## src/rtl/pwc_pkg.sv

```systemverilog
package pwc_pkg;

  // Control word; the first member is the most significant bit.
  typedef struct packed {
    logic roll_ie;      // bit 4: rollover flag may raise the interrupt
    logic tick_src;     // bit 3: count only on tick_i
    logic irq_on_fall;  // bit 2: capture flag on the falling edge
    logic delta;        // bit 1: restart the counter at each captured edge
    logic run;          // bit 0: counting and capture enabled
  } ctrl_t;

  localparam int unsigned CTRL_W = $bits(ctrl_t);

  // Flag bit positions
  localparam int unsigned FL_CAP  = 0;
  localparam int unsigned FL_ROLL = 1;
  localparam int unsigned FL_OVW  = 2;
  localparam int unsigned NFLAG   = 3;

  // Register addresses
  localparam int unsigned A_CTRL      = 0;
  localparam int unsigned A_FLAG      = 1;
  localparam int unsigned A_CLR       = 2;
  localparam int unsigned A_FRC       = 3;
  localparam int unsigned A_CNT       = 4;
  localparam int unsigned A_SLOT_BASE = 8;

endpackage

```

## src/rtl/pwc_edge.sv

```systemverilog
module pwc_edge #(
  parameter int unsigned STAGES = 2
) (
  input  logic clk,
  input  logic rst_n,
  input  logic pin_i,
  output logic rise_o,
  output logic fall_o
);

  // sh[0..STAGES-1] form the synchronizer, and sh[STAGES] holds the previous level.
  logic [STAGES:0] sh_q, sh_d;

  always_comb begin
    sh_d = {sh_q[STAGES-1:0], pin_i};
  end

  always_ff @(posedge clk or negedge rst_n) begin
    if (!rst_n) sh_q <= '0;
    else        sh_q <= sh_d;
  end

  assign rise_o =  sh_q[STAGES-1] & ~sh_q[STAGES];
  assign fall_o = ~sh_q[STAGES-1] &  sh_q[STAGES];

endmodule

```

## src/rtl/pwc_timebase.sv

```systemverilog
module pwc_timebase #(
  parameter int unsigned CNT_W = 16
) (
  input  logic             clk,
  input  logic             rst_n,
  input  logic             run_i,
  input  logic             tick_sel_i,
  input  logic             tick_i,
  input  logic             restart_i,
  output logic [CNT_W-1:0] cnt_o,
  output logic             wrap_o
);

  logic [CNT_W-1:0] cnt_q, cnt_d;
  logic             step;

  assign step = run_i & (tick_sel_i ? tick_i : 1'b1);

  always_comb begin
    cnt_d  = cnt_q;
    wrap_o = 1'b0;
    if (restart_i) begin
      cnt_d = '0;
    end else if (step) begin
      cnt_d  = cnt_q + 1'b1;
      wrap_o = &cnt_q;
    end
  end

  always_ff @(posedge clk or negedge rst_n) begin
    if (!rst_n) cnt_q <= '0;
    else        cnt_q <= cnt_d;
  end

  assign cnt_o = cnt_q;

endmodule

```

## src/rtl/pwc_capbuf.sv

```systemverilog
module pwc_capbuf #(
  parameter int unsigned CNT_W   = 16,
  parameter int unsigned ENTRIES = 2,
  parameter int unsigned PTR_W   = $clog2(ENTRIES)
) (
  input  logic                            clk,
  input  logic                            rst_n,
  input  logic                            cap_rise_i,
  input  logic                            cap_fall_i,
  input  logic [CNT_W-1:0]                cnt_i,
  input  logic                            rd_hit_i,
  input  logic [PTR_W-1:0]                rd_idx_i,
  output logic [ENTRIES-1:0][CNT_W-1:0]   rise_o,
  output logic [ENTRIES-1:0][CNT_W-1:0]   fall_o,
  output logic [PTR_W-1:0]                ptr_o,
  output logic                            ovw_o
);

  localparam logic [PTR_W-1:0] LAST = PTR_W'(ENTRIES - 1);

  logic [PTR_W-1:0]   ptr_q, ptr_d;
  logic [ENTRIES-1:0] full_vec;

  always_comb begin
    ptr_d = ptr_q;
    if (cap_fall_i) ptr_d = (ptr_q == LAST) ? '0 : ptr_q + 1'b1;
  end

  always_ff @(posedge clk or negedge rst_n) begin
    if (!rst_n) ptr_q <= '0;
    else        ptr_q <= ptr_d;
  end

  for (genvar e = 0; e < ENTRIES; e++) begin : g_ent
    logic             hit;
    logic [CNT_W-1:0] r_q, r_d, f_q, f_d;
    logic             full_q, full_d;

    assign hit = (ptr_q == PTR_W'(e));

    always_comb begin
      r_d    = r_q;
      f_d    = f_q;
      full_d = full_q;
      if (rd_hit_i && (rd_idx_i == PTR_W'(e))) full_d = 1'b0;
      if (hit && cap_rise_i) r_d = cnt_i;
      if (hit && cap_fall_i) begin
        f_d    = cnt_i;
        full_d = 1'b1;
      end
    end

    always_ff @(posedge clk or negedge rst_n) begin
      if (!rst_n) begin
        r_q    <= '0;
        f_q    <= '0;
        full_q <= 1'b0;
      end else begin
        r_q    <= r_d;
        f_q    <= f_d;
        full_q <= full_d;
      end
    end

    assign rise_o[e]   = r_q;
    assign fall_o[e]   = f_q;
    assign full_vec[e] = full_q;
  end

  assign ptr_o = ptr_q;
  assign ovw_o = cap_rise_i & full_vec[ptr_q];

endmodule

```

## src/rtl/pwc_top.sv

```systemverilog
module pwc_top #(
  parameter int unsigned CNT_W       = 16,
  parameter int unsigned ENTRIES     = 2,
  parameter int unsigned SYNC_STAGES = 2,
  parameter int unsigned ADDR_W      = 4
) (
  input  logic              clk,
  input  logic              rst_n,
  input  logic              pin_i,
  input  logic              tick_i,
  input  logic              reg_wr_i,
  input  logic              reg_rd_i,
  input  logic [ADDR_W-1:0] reg_addr_i,
  input  logic [CNT_W-1:0]  reg_wdata_i,
  output logic [CNT_W-1:0]  reg_rdata_o,
  output logic              irq_o
);

  import pwc_pkg::*;

  localparam int unsigned PTR_W    = $clog2(ENTRIES);
  localparam int unsigned SLOT_END = A_SLOT_BASE + 2 * ENTRIES;

  ctrl_t              ctrl_q, ctrl_d;
  logic [NFLAG-1:0]   flags_q, flags_d, flag_set, flag_clr, flag_frc;
  logic               rise, fall, cap_rise, cap_fall, restart;
  logic               run_en, wrap, ovw;
  logic [CNT_W-1:0]   cnt;
  logic [PTR_W-1:0]   buf_ptr, rd_idx;
  logic [ADDR_W-1:0]  slot_off;
  logic               in_slot, rd_hit;
  logic [ENTRIES-1:0][CNT_W-1:0] rise_slots, fall_slots;
  logic               wdata_unused;

  assign wdata_unused = ^reg_wdata_i[CNT_W-1:CTRL_W];

  // Edge detection and capture gating
  pwc_edge #(.STAGES(SYNC_STAGES)) u_edge (
    .clk    (clk),
    .rst_n  (rst_n),
    .pin_i  (pin_i),
    .rise_o (rise),
    .fall_o (fall)
  );

  assign run_en   = ctrl_q.run;
  assign cap_rise = rise & run_en;
  assign cap_fall = fall & run_en;
  assign restart  = ctrl_q.delta & (cap_rise | cap_fall);

  pwc_timebase #(.CNT_W(CNT_W)) u_tb (
    .clk        (clk),
    .rst_n      (rst_n),
    .run_i      (run_en),
    .tick_sel_i (ctrl_q.tick_src),
    .tick_i     (tick_i),
    .restart_i  (restart),
    .cnt_o      (cnt),
    .wrap_o     (wrap)
  );

  // Register decode
  assign in_slot  = (reg_addr_i >= ADDR_W'(A_SLOT_BASE)) && (reg_addr_i < ADDR_W'(SLOT_END));
  assign slot_off = reg_addr_i - ADDR_W'(A_SLOT_BASE);
  assign rd_idx   = PTR_W'(slot_off >> 1);
  assign rd_hit   = reg_rd_i & in_slot;

  pwc_capbuf #(.CNT_W(CNT_W), .ENTRIES(ENTRIES), .PTR_W(PTR_W)) u_buf (
    .clk        (clk),
    .rst_n      (rst_n),
    .cap_rise_i (cap_rise),
    .cap_fall_i (cap_fall),
    .cnt_i      (cnt),
    .rd_hit_i   (rd_hit),
    .rd_idx_i   (rd_idx),
    .rise_o     (rise_slots),
    .fall_o     (fall_slots),
    .ptr_o      (buf_ptr),
    .ovw_o      (ovw)
  );

  // Control and flag next state
  always_comb begin
    ctrl_d = ctrl_q;
    if (reg_wr_i && reg_addr_i == ADDR_W'(A_CTRL)) ctrl_d = ctrl_t'(reg_wdata_i[CTRL_W-1:0]);
  end

  always_comb begin
    flag_set          = '0;
    flag_set[FL_CAP]  = ctrl_q.irq_on_fall ? cap_fall : cap_rise;
    flag_set[FL_ROLL] = wrap;
    flag_set[FL_OVW]  = ovw;
    flag_clr = (reg_wr_i && reg_addr_i == ADDR_W'(A_CLR)) ? reg_wdata_i[NFLAG-1:0] : '0;
    flag_frc = (reg_wr_i && reg_addr_i == ADDR_W'(A_FRC)) ? reg_wdata_i[NFLAG-1:0] : '0;
    flags_d  = (flags_q & ~flag_clr) | flag_set | flag_frc;
  end

  always_ff @(posedge clk or negedge rst_n) begin
    if (!rst_n) begin
      ctrl_q  <= '0;
      flags_q <= '0;
    end else begin
      ctrl_q  <= ctrl_d;
      flags_q <= flags_d;
    end
  end

  assign irq_o = flags_q[FL_CAP] | (flags_q[FL_ROLL] & ctrl_q.roll_ie);

  // Read mux
  always_comb begin
    reg_rdata_o = '0;
    if (reg_addr_i == ADDR_W'(A_CTRL)) begin
      reg_rdata_o[CTRL_W-1:0] = ctrl_q;
    end else if (reg_addr_i == ADDR_W'(A_FLAG)) begin
      reg_rdata_o[NFLAG-1:0] = flags_q;
    end else if (reg_addr_i == ADDR_W'(A_CNT)) begin
      reg_rdata_o = cnt;
    end else if (in_slot) begin
      reg_rdata_o = slot_off[0] ? fall_slots[rd_idx] : rise_slots[rd_idx];
    end
  end

endmodule

```

## config.mk

```make
export PLATFORM = sky130hd
export DESIGN_NAME = pwc_top
export DESIGN_NICKNAME = d
export VERILOG_FILES = /design/src/rtl/pwc_pkg.sv /design/src/rtl/pwc_edge.sv /design/src/rtl/pwc_timebase.sv /design/src/rtl/pwc_capbuf.sv /design/src/rtl/pwc_top.sv
export SDC_FILE = /design/constraint.sdc
export NUM_CORES = 1
export LEC_CHECK = 0
export BUFFER_PORTS_ARGS = -buffer_cell sky130_fd_sc_hd__buf_4
export CAP_MARGIN = 20
export CORE_MARGIN = 3
export CORE_UTILIZATION = 50
export DETAILED_ROUTE_END_ITERATION = 16
export PLACE_DENSITY = 0.69
export SLEW_MARGIN = 10
export SYNTH_ARGS = -nofsm -noshare
export SYNTH_HDL_FRONTEND = slang
export SYNTH_SLANG_ARGS = --single-unit
```

## constraint.sdc

```tcl
create_clock -name clk -period 2.9 [get_ports clk]
set_input_delay 0.29 -clock clk [delete_from_list [all_inputs] [get_ports clk]]
set_output_delay 0.29 -clock clk [all_outputs]
set_load 0.03 [all_outputs]
```

==> results_dict.tcl, run 1 <==
set metrics [dict create \
    cts_tree "yes" \
    final_cells 489 \
    critical_path.top_delay_family "simple AND/OR/NAND/NOR gates" \
    grt_pass1_wl_um 15500 \
    drc_errors 0 \
    syn_inst 355 \
    setup.worst_path.end "reg_rdata_o[7]" \
    cts.sinks 94 \
    grt_overflow 0 \
    core_um2 8460 \
    clk_path_buf_depth 2 \
    drive_gt1_share_pct 37.0 \
    r2r_start "u_edge.sh_q[1]$_DFF_PN0_" \
    placed_area_um2 4800 \
    timing.hold.ws_ns 0.0494 \
    gp_congestion 0.796 \
    grt_max_degree 95 \
    cts-root-buf "clkbuf_8" \
    utilization_pct 59.4 \
    relSlewSlack_pct 59.3 \
    dieArea_um2 10200 \
    hp-class "primary input to flop" \
    first_pass_iters 4 \
    grtUsageTotal_pct 19.6 \
    drv_cap 0 \
    row_count 33 \
    worst_pin_slew_ns 0.610 \
    port_buffers 31 \
    fin_skew_ns 0.0116 \
    synth_nets 382 \
    first_global_vias 3040 \
    synth_flop_cell "dfrtp_1" \
    r2r_cells 4 \
    outcome "finished, final reports clean" \
    syn-cell-area_um2 4500 \
    clkTransAtPathRegs_ns 0.08 \
    post-dp-hpwl_um 5980 \
    leakage_nw 2.36 \
    place_ws_ns 0.737 \
    post-route-min-period_ns 2.16 \
    required_ns 2.61 \
    cp-startpoint "reg_addr_i[1]" \
    die_y_um 101 \
    slowest_stage "and2_1" \
    cp_data_arrival_time_ns 1.87 \
    period_share_pct 74.5 \
    ios 43 \
    initial_core_util_pct 53.1 \
    drt-vias-per-instance 6.01 \
    synth_area_per_cell_um2 12.7 \
    power_mw 3.11 \
    finalSetupViolations 0 \
    clk_latency_ns 0.35 \
    fin_tns_setup_ns 0 \
    syn_to_final_growth_pct 11.8 \
    p_per_area_nw_per_um2 618 \
    finalHoldViolations 0 \
    max_freq_ghz 0.463 \
    wl_per_cell_um 18.4 \
    synth_edf_count 0 \
    async_flop_share_pct 100 \
    yosysSeqAreaShare_pct 52.3 \
    path_depth 5 \
    critPathLaunchType "primary input" \
    cp_num_buf_inv 2 \
    crit_fanout 24 \
    synth-seq-cells 94 \
    antenna_found_initial 0 \
    crit_type "primary input to output port" \
    nets 406 \
    die_w_um 101 \
    path_common_cell "buf_4" \
    cts_buffers 9 \
    cts_setup_buffers 0 \
    vdd_drop_max_mv 0.245 \
    fill_cells 695 \
    fin_ws_ns 0.739 \
    final_antenna_net_count 0 \
    slew_viol_final 0 \
    cts_resized 0 \
    routed_wl_um 9010 \
    h-tree-depth 3 \
    postLayoutCellArea_um2 5030 \
    num_vias 2939 \
    rsz0062_at_grt "no" \
    r2r_setup_slack_ns 0.93 \
    drtIter0Drc 109 \
    worstSetupEndpointType "output port" \
    n_antenna_cell 0 \
    cpPeakStageDelay_ns 0.57 \
    placed_cells 472 \
    synth_cell_types 41 \
    timing.rr.end "u_buf.g_ent[0].r_q[1]$_DFFE_PN0P_" \
    yosysWarnings 0 \
    crit_chain "buf_4 > nor3_1 > and2_1 > a22o_1 > buf_4" \
]
-- kinds of logic (layout without fill, tap and decap cells) --
kind of cell | count (synthesis) | in the layout | share of synthesized area (%)
compound gates | 53 | 53 | 7.96
xor+xnor | 8 | 8 | 1.56
fa+ha+maj | 1 | 1 | 0.278
buf+inv | 30 | 59 | 3.39
flops | 94 | 94 | 52.3
mux | 87 | 87 | 24.9
simple gates | 82 | 82 | 9.65
-- area by class of cell --
| class | count | area (µm²) | share of cell area (%) |
|---|---|---|---|
| Timing Repair Buffer | 41 | 323 | 6.42 |
| Clock buffer | 11 | 141 | 2.81 |
| Inverter | 2 | 7.51 | 0.149 |
| Clock inverter | 5 | 81.3 | 1.62 |
| Tap cell | 105 | 131 | 2.61 |
| Sequential cell | 94 | 2350 | 46.8 |
| Multi-Input combinational cell | 231 | 1990 | 39.6 |
-- how the worst min path moves through the flow --
| stage | end | cells after the start | from |
|---|---|---|---|
| CTS | u_edge.sh_q[0]$_DFF_PN0_ | 1 | pin_i |
| global route | u_edge.sh_q[0]$_DFF_PN0_ | 1 | pin_i |
| floorplan | ctrl_q[1]$_DFFE_PN0P_ | 0 | rst_n |
| detailed placement | u_edge.sh_q[1]$_DFF_PN0_ | 0 | u_edge.sh_q[0]$_DFF_PN0_ |
| finish | u_edge.sh_q[0]$_DFF_PN0_ | 1 | pin_i |
| global placement | u_edge.sh_q[1]$_DFF_PN0_ | 0 | u_edge.sh_q[0]$_DFF_PN0_ |
-- cells in the final DEF (no fill, tap or decap), types with 4 or more instances in the layout --
cell and instances:
a21oi_1 15, a22o_1 11, and3_1 4, buf_4 39, clkbuf_8 10, dfrtp_1 94, mux2_2 68, mux2i_1 6
mux4_2 13, nand2_1 24, nand3_1 7, nand4_1 8, nor2_1 14, o21ai_0 11, o31ai_1 7, or4_1 4
xor2_1 7
-- synth_stat cells (all sizes together) (8+ instances only) --
master | instances | area, µm²
nor2 | 15 | 58.8
buf | 20 | 115
a22o | 11 | 96.3
o21ai | 11 | 55.1
nand4 | 8 | 50.1
clkbuf | 8 | 30.0
a21oi | 15 | 75.1
nand2 | 24 | 90.1
nand3 | 9 | 55.1
dfrtp | 94 | 2350
mux4 | 13 | 293
mux2 | 68 | 766
-- layer usage --
metal	vias to the layer above	wire length, µm	GRT usage (%)	part of all wire [%]
met4	0	106	5.60	1.2
met2	60	4340	31.1	48
met3	11	398	4.15	4.4
met5	-	0	0	0
met1	1520	4160	27.3	46
li1	1348	-	-	-
-- timing repair --
action	4_1_cts	5_1_grt
hold buffers	1	0
endpoints found under the setup margin	0	0
endpoints found under the hold margin	24	0
-- flip-flops by register name, summed over array words and instances, names as in the netlist --
| signal | cells |
|---|---|
| ctrl_q | 4 |
| flags_q | 3 |
| run_en | 1 |
| u_buf.g_ent.f_q | 32 |
| u_buf.g_ent.full_q | 2 |
| u_buf.g_ent.r_q | 32 |
| u_buf.ptr_o | 1 |
| u_edge.sh_q | 3 |
| u_tb.cnt_o | 16 |
-- power breakdown --
part           switching [mW]  leakage (nW)  total [mW]  internal [mW]
sequential              0.149          1.26        1.63           1.49
combinational           0.259         0.988       0.515          0.256
clock                   0.447         0.110       0.959          0.512
Note: power is estimated with default switching activity, not from simulation.
==> run 2: changes to the inputs <==
==> constraint.sdc (replaced) <==
create_clock -name clk -period 2 [get_ports clk]
set_input_delay 0.2 -clock clk [delete_from_list [all_inputs] [get_ports clk]]
set_output_delay 0.2 -clock clk [all_outputs]
set_load 0.03 [all_outputs]
==> run 2 against run 1 <==
Clock skew shrank 0.00066 ns; sequential share of layout area shrank 0.86 points; critical path depth shrank 1; wire length grew 1.6%; first-iteration DRC count grew 17%; final cell count grew 3.1%; worst hold slack gained 0.030 ns; total power grew 42%; combinational power grew 66%; global-route usage grew 0.053 points; setup slack lost 0.58 ns; register-to-register slack lost 0.67 ns.
==> results_dict.tcl, run 2 (synthesized netlist as in run 1, its figures left out) <==
set metrics [dict create \
    outcome "finished, final reports clean" \
    drtIter0Drc 128 \
    worstSetupEndpointType "output port" \
    n_antenna_cell 0 \
    drive_gt1_share_pct 38.8 \
    row_count 33 \
    worst_pin_slew_ns 0.468 \
    finalHoldViolations 0 \
    die_y_um 101 \
    fin_ws_ns 0.157 \
    drv_cap 0 \
    min_path_cells 2 \
    leakage_nw 2.43 \
    die_w_um 101 \
    rsz0062_at_grt "no" \
    period_share_pct 92.2 \
    mostFrequentLayoutCell "dfrtp_1" \
    h-tree-depth 3 \
    layout_common_cells "dfrtp_1, mux2_2, buf_4, nand2_1, a21oi_1" \
    post-route-min-period_ns 1.84 \
    slew_viol_final 0 \
    cts_tree "yes" \
    fin_skew_ns 0.0109 \
    required_ns 1.80 \
    seqCellArea_um2 2350 \
    first_pass_iters 4 \
    crit_fanout 2 \
    multi_input_area_um2 1990 \
    max_freq_ghz 0.542 \
    initial_core_util_pct 53.1 \
    num_vias 2999 \
    utilization_pct 60.5 \
    port_buffers 31 \
    first_global_vias 3059 \
    cts_buffers 9 \
    crit_type "flop to output port" \
    placed_area_um2 4910 \
    antenna_found_initial 0 \
    clk_path_buf_depth 2 \
    grt_max_degree 60 \
    cts-root-buf "clkbuf_8" \
    fin_tns_setup_ns 0 \
    grt_pass1_wl_um 15400 \
    syn_to_final_growth_pct 13.9 \
    dieArea_um2 10200 \
    drc_errors 0 \
    r2r_setup_slack_ns 0.26 \
    p_per_area_nw_per_um2 863 \
    cp_data_arrival_time_ns 1.64 \
    clkTransAtPathRegs_ns 0.09 \
    finalSetupViolations 0 \
    relSlewSlack_pct 68.8 \
    grtUsageTotal_pct 19.6 \
    hp-class "primary input to flop" \
    cts.sinks 94 \
    fill_cells 688 \
    nets 421 \
    timing.hold.ws_ns 0.0790 \
    vdd_drop_max_mv 0.388 \
    wl_per_cell_um 18.2 \
    clk_latency_ns 0.35 \
    routed_wl_um 9150 \
    core_um2 8460 \
    grt_overflow 0 \
    r2r_cells 4 \
    critPathLaunchType "flop" \
    final_antenna_net_count 0 \
    postLayoutCellArea_um2 5120 \
    gp_congestion 0.785 \
    ios 43 \
    drt-vias-per-instance 5.95 \
    post-dp-hpwl_um 6260 \
    place_ws_ns 0.245 \
]
==> run 2: changes by cell type in the layout (fill, tap and decap cells not counted), sizes merged <==
cell	previous run	this run
buf	40	54
bufinv	2	1
clkinv	1	2
clkinvlp	1	0
dlygate4sd3	1	2
inv	3	4
==> run 2: report_power, final <==
group | switching, mW | internal [mW] | leakage, nW | total (mW)
sequential | 0.179 | 2.15 | 1.26 | 2.33
combinational | 0.431 | 0.426 | 1.07 | 0.857
clock | 0.646 | 0.585 | 0.0981 | 1.23
==> run 2: final timing paths <==
| kind | start | end |
|---|---|---|
| max | u_buf.g_ent[1].f_q[4]$_DFFE_PN0P_ | reg_rdata_o[4] |
| min | reg_wdata_i[3] | ctrl_q[3]$_DFFE_PN0P_ |
| max reg2reg | u_tb.cnt_o[11]$_DFFE_PN0P_ | u_tb.cnt_o[15]$_DFFE_PN0P_ |
| min reg2reg | u_edge.sh_q[0]$_DFF_PN0_ | u_edge.sh_q[1]$_DFF_PN0_ |
| max in group asynchronous | rst_n | u_buf.g_ent[0].r_q[11]$_DFFE_PN0P_ |
| min in group asynchronous | rst_n | ctrl_q[3]$_DFFE_PN0P_ |
==> run 2: critical path: stages, from the launching register on <==
cell     delay [ns]
dfrtp_1        0.39
mux4_2         0.47
a22oi_1        0.15
o21ai_0        0.10
buf_4          0.17
==> run 2: timing repair <==
item | in CTS | in global routing
setup buffers | 0 | 0
gates resized for setup | 0 | 0
hold endpoints to repair | 36 | 0
hold buffers | 2 | 0
==> run 2: cell type report <==
cell class,count,area share (%)
clock buffers,11,2.56
clock inverters,5,1.12
inverters,2,0.147
multi-input cells,231,38.9
flip-flops and latches,94,45.9
well taps,105,2.56
repair buffers,56,8.79
==> run 2: stage by stage <==
step / power [mW] / instances
2_1_floorplan: 2.90 / 355
3_3_place_gp: 3.20 / 486
3_5_place_dp: 3.22 / 486
4_1_cts: 4.47 / 504
5_1_grt: 4.65 / 504
6_report: 4.42 / 504
==> run 2: per-layer routing <==
layer  share of wire (%)  track usage [%]
met1                  46             26.5
met2                  50             32.2
met3                 4.1             4.64
met4                0.57             4.87
met5                   0                0
==> run 3: changes to the inputs <==
--- a/config.mk
+++ b/config.mk
@@ -9,6 +9,7 @@
 export CAP_MARGIN = 20
 export CORE_MARGIN = 3
 export CORE_UTILIZATION = 50
+export CTS_BUF_LIST = sky130_fd_sc_hd__clkbuf_8
 export DETAILED_ROUTE_END_ITERATION = 16
 export PLACE_DENSITY = 0.69
 export SLEW_MARGIN = 10
==> run 3 against run 2 <==
Core utilization unchanged; register-to-register slack hardly changed; count of clock-buffer cells in the layout is 2 lower; setup slack about the same; sequential cell count is the same; sequential power hardly changed; total power decreased by 0.27%; fmax hardly changed; worst hold slack about the same; clock power about the same; critical path type unchanged; critical endpoint unchanged.
==> results_dict.tcl, run 3 (synthesized netlist as in run 1, its figures left out) <==
set metrics [dict create \
    cts.sinks 94 \
    cts_resized 0 \
    cts_setup_buffers 0 \
    die_y_um 101 \
    finalSetupViolations 0 \
    drtIter0Drc 128 \
    utilization_pct 60.5 \
    cts_buffers 9 \
    drt-vias-per-instance 5.94 \
    critPathLaunchType "flop" \
    antenna_found_initial 0 \
    clk_path_buf_depth 2 \
    crit_type "flop to output port" \
    cts_tree "yes" \
    grtUsageTotal_pct 19.6 \
    h-tree-depth 3 \
    mostFrequentLayoutCell "dfrtp_1" \
    routed_wl_um 9140 \
    fin_tns_setup_ns 0 \
    wl_per_cell_um 18.1 \
    timing.rr.end "u_tb.cnt_o[15]$_DFFE_PN0P_" \
    dieArea_um2 10200 \
    grt_overflow 0 \
    finalHoldViolations 0 \
    fill_cells 688 \
    leakage_nw 2.43 \
    row_count 33 \
    post-route-min-period_ns 1.84 \
    crit_fanout 2 \
    worst_pin_slew_ns 0.468 \
    n_antenna_cell 0 \
    grt_max_degree 60 \
    relSlewSlack_pct 68.8 \
    cp_data_arrival_time_ns 1.64 \
    slew_viol_final 0 \
    drv_cap 0 \
    first_global_vias 3059 \
    gp_congestion 0.785 \
    clkTransAtPathRegs_ns 0.09 \
    required_ns 1.80 \
    whs_endpoint "ctrl_q[3]$_DFFE_PN0P_" \
    outcome "finished, final reports clean" \
    multi_input_area_um2 1990 \
    r2r_cells 4 \
    initial_core_util_pct 53.1 \
    r2r_start "u_tb.cnt_o[11]$_DFFE_PN0P_" \
    rsz0062_at_grt "no" \
    post-dp-hpwl_um 6260 \
    hp-class "primary input to flop" \
    nets 421 \
    die_w_um 101 \
    num_vias 2993 \
    clk_latency_ns 0.35 \
    layout_common_cells "dfrtp_1, mux2_2, buf_4, nand2_1, a21oi_1" \
    seqCellArea_um2 2350 \
    drc_errors 0 \
    grt_pass1_wl_um 15400 \
    p_per_area_nw_per_um2 860 \
    r2r_setup_slack_ns 0.25 \
    period_share_pct 92.2 \
    fin_skew_ns 0.0107 \
    core_um2 8460 \
    worstSetupEndpointType "output port" \
    final_antenna_net_count 0 \
    vdd_drop_max_mv 0.388 \
    port_buffers 31 \
    syn_to_final_growth_pct 13.9 \
    ios 43 \
    min_path_cells 2 \
    drive_gt1_share_pct 38.8 \
    first_pass_iters 4 \
    hp-start "reg_wdata_i[3]" \
    power_mw 4.41 \
    max_freq_ghz 0.542 \
    cts-root-buf "clkbuf_8" \
]
## run 3: cell count changes in the layout (fill, tap and decap cells not counted), sizes merged
cell    delta
clkbuf     -2
inv        +2
## run 3: worst max path at each step
stage	start	end	slack, ns	cells after the start
after floorplan	reg_addr_i[1]	reg_rdata_o[14]	0.27	4
after global placement	reg_addr_i[1]	reg_rdata_o[4]	0.26	5
after detailed placement	reg_addr_i[1]	reg_rdata_o[4]	0.24	5
after CTS	u_buf.g_ent[1].f_q[4]$_DFFE_PN0P_	reg_rdata_o[4]	0.13	4
after global routing	u_buf.g_ent[1].f_q[4]$_DFFE_PN0P_	reg_rdata_o[4]	0.10	4
final	u_buf.g_ent[1].f_q[4]$_DFFE_PN0P_	reg_rdata_o[4]	0.16	4
## run 3: repair_timing
item                                    in CTS  in global routing
endpoints found under the setup margin       0                  0
hold buffers                                 2                  0
hold endpoints to repair                    36                  0
## run 3: metal layers
metal | vias up | share of wire [%] | global-route usage, %
li1 | 1387 | - | -
met1 | 1538 | 46 | 26.5
met2 | 64 | 49 | 32.2
met3 | 4 | 4.2 | 4.64
met4 | 0 | 0.57 | 4.87
met5 | - | 0 | 0
## run 3: final cells by class
class	instances	area share (%)
Multi-Input combinational cell	231	38.9
Timing Repair Buffer	56	8.79
Clock inverter	7	1.27
Tap cell	105	2.56
Inverter	2	0.147
Sequential cell	94	45.9
Clock buffer	9	2.42
## run 3: power by group
| part | switching (mW) | total (mW) | internal (mW) |
|---|---|---|---|
| Clock | 0.645 | 1.22 | 0.575 |
| Combinational | 0.430 | 0.856 | 0.426 |
| Sequential | 0.179 | 2.33 | 2.15 |
| Total | 1.25 | 4.41 | 3.15 |
## run 3: stage by stage
stage                     cells  cell area [µm²]  hold slack, ns  setup slack (ns)
final                       504             5120          0.0794             0.156
after global routing        504             5120          0.0633             0.101
after CTS                   504             5120          0.0632             0.131
after detailed placement    486             4910           0.187             0.245
after global placement      486             4910           0.178             0.262
after floorplan             355             4500         -0.0956             0.273
## run 3: worst max-delay path, stage by stage, from the launching register on
cell and delay, ns:
dfrtp_1 0.39, mux4_2 0.47, a22oi_1 0.15, o21ai_0 0.10, buf_4 0.17
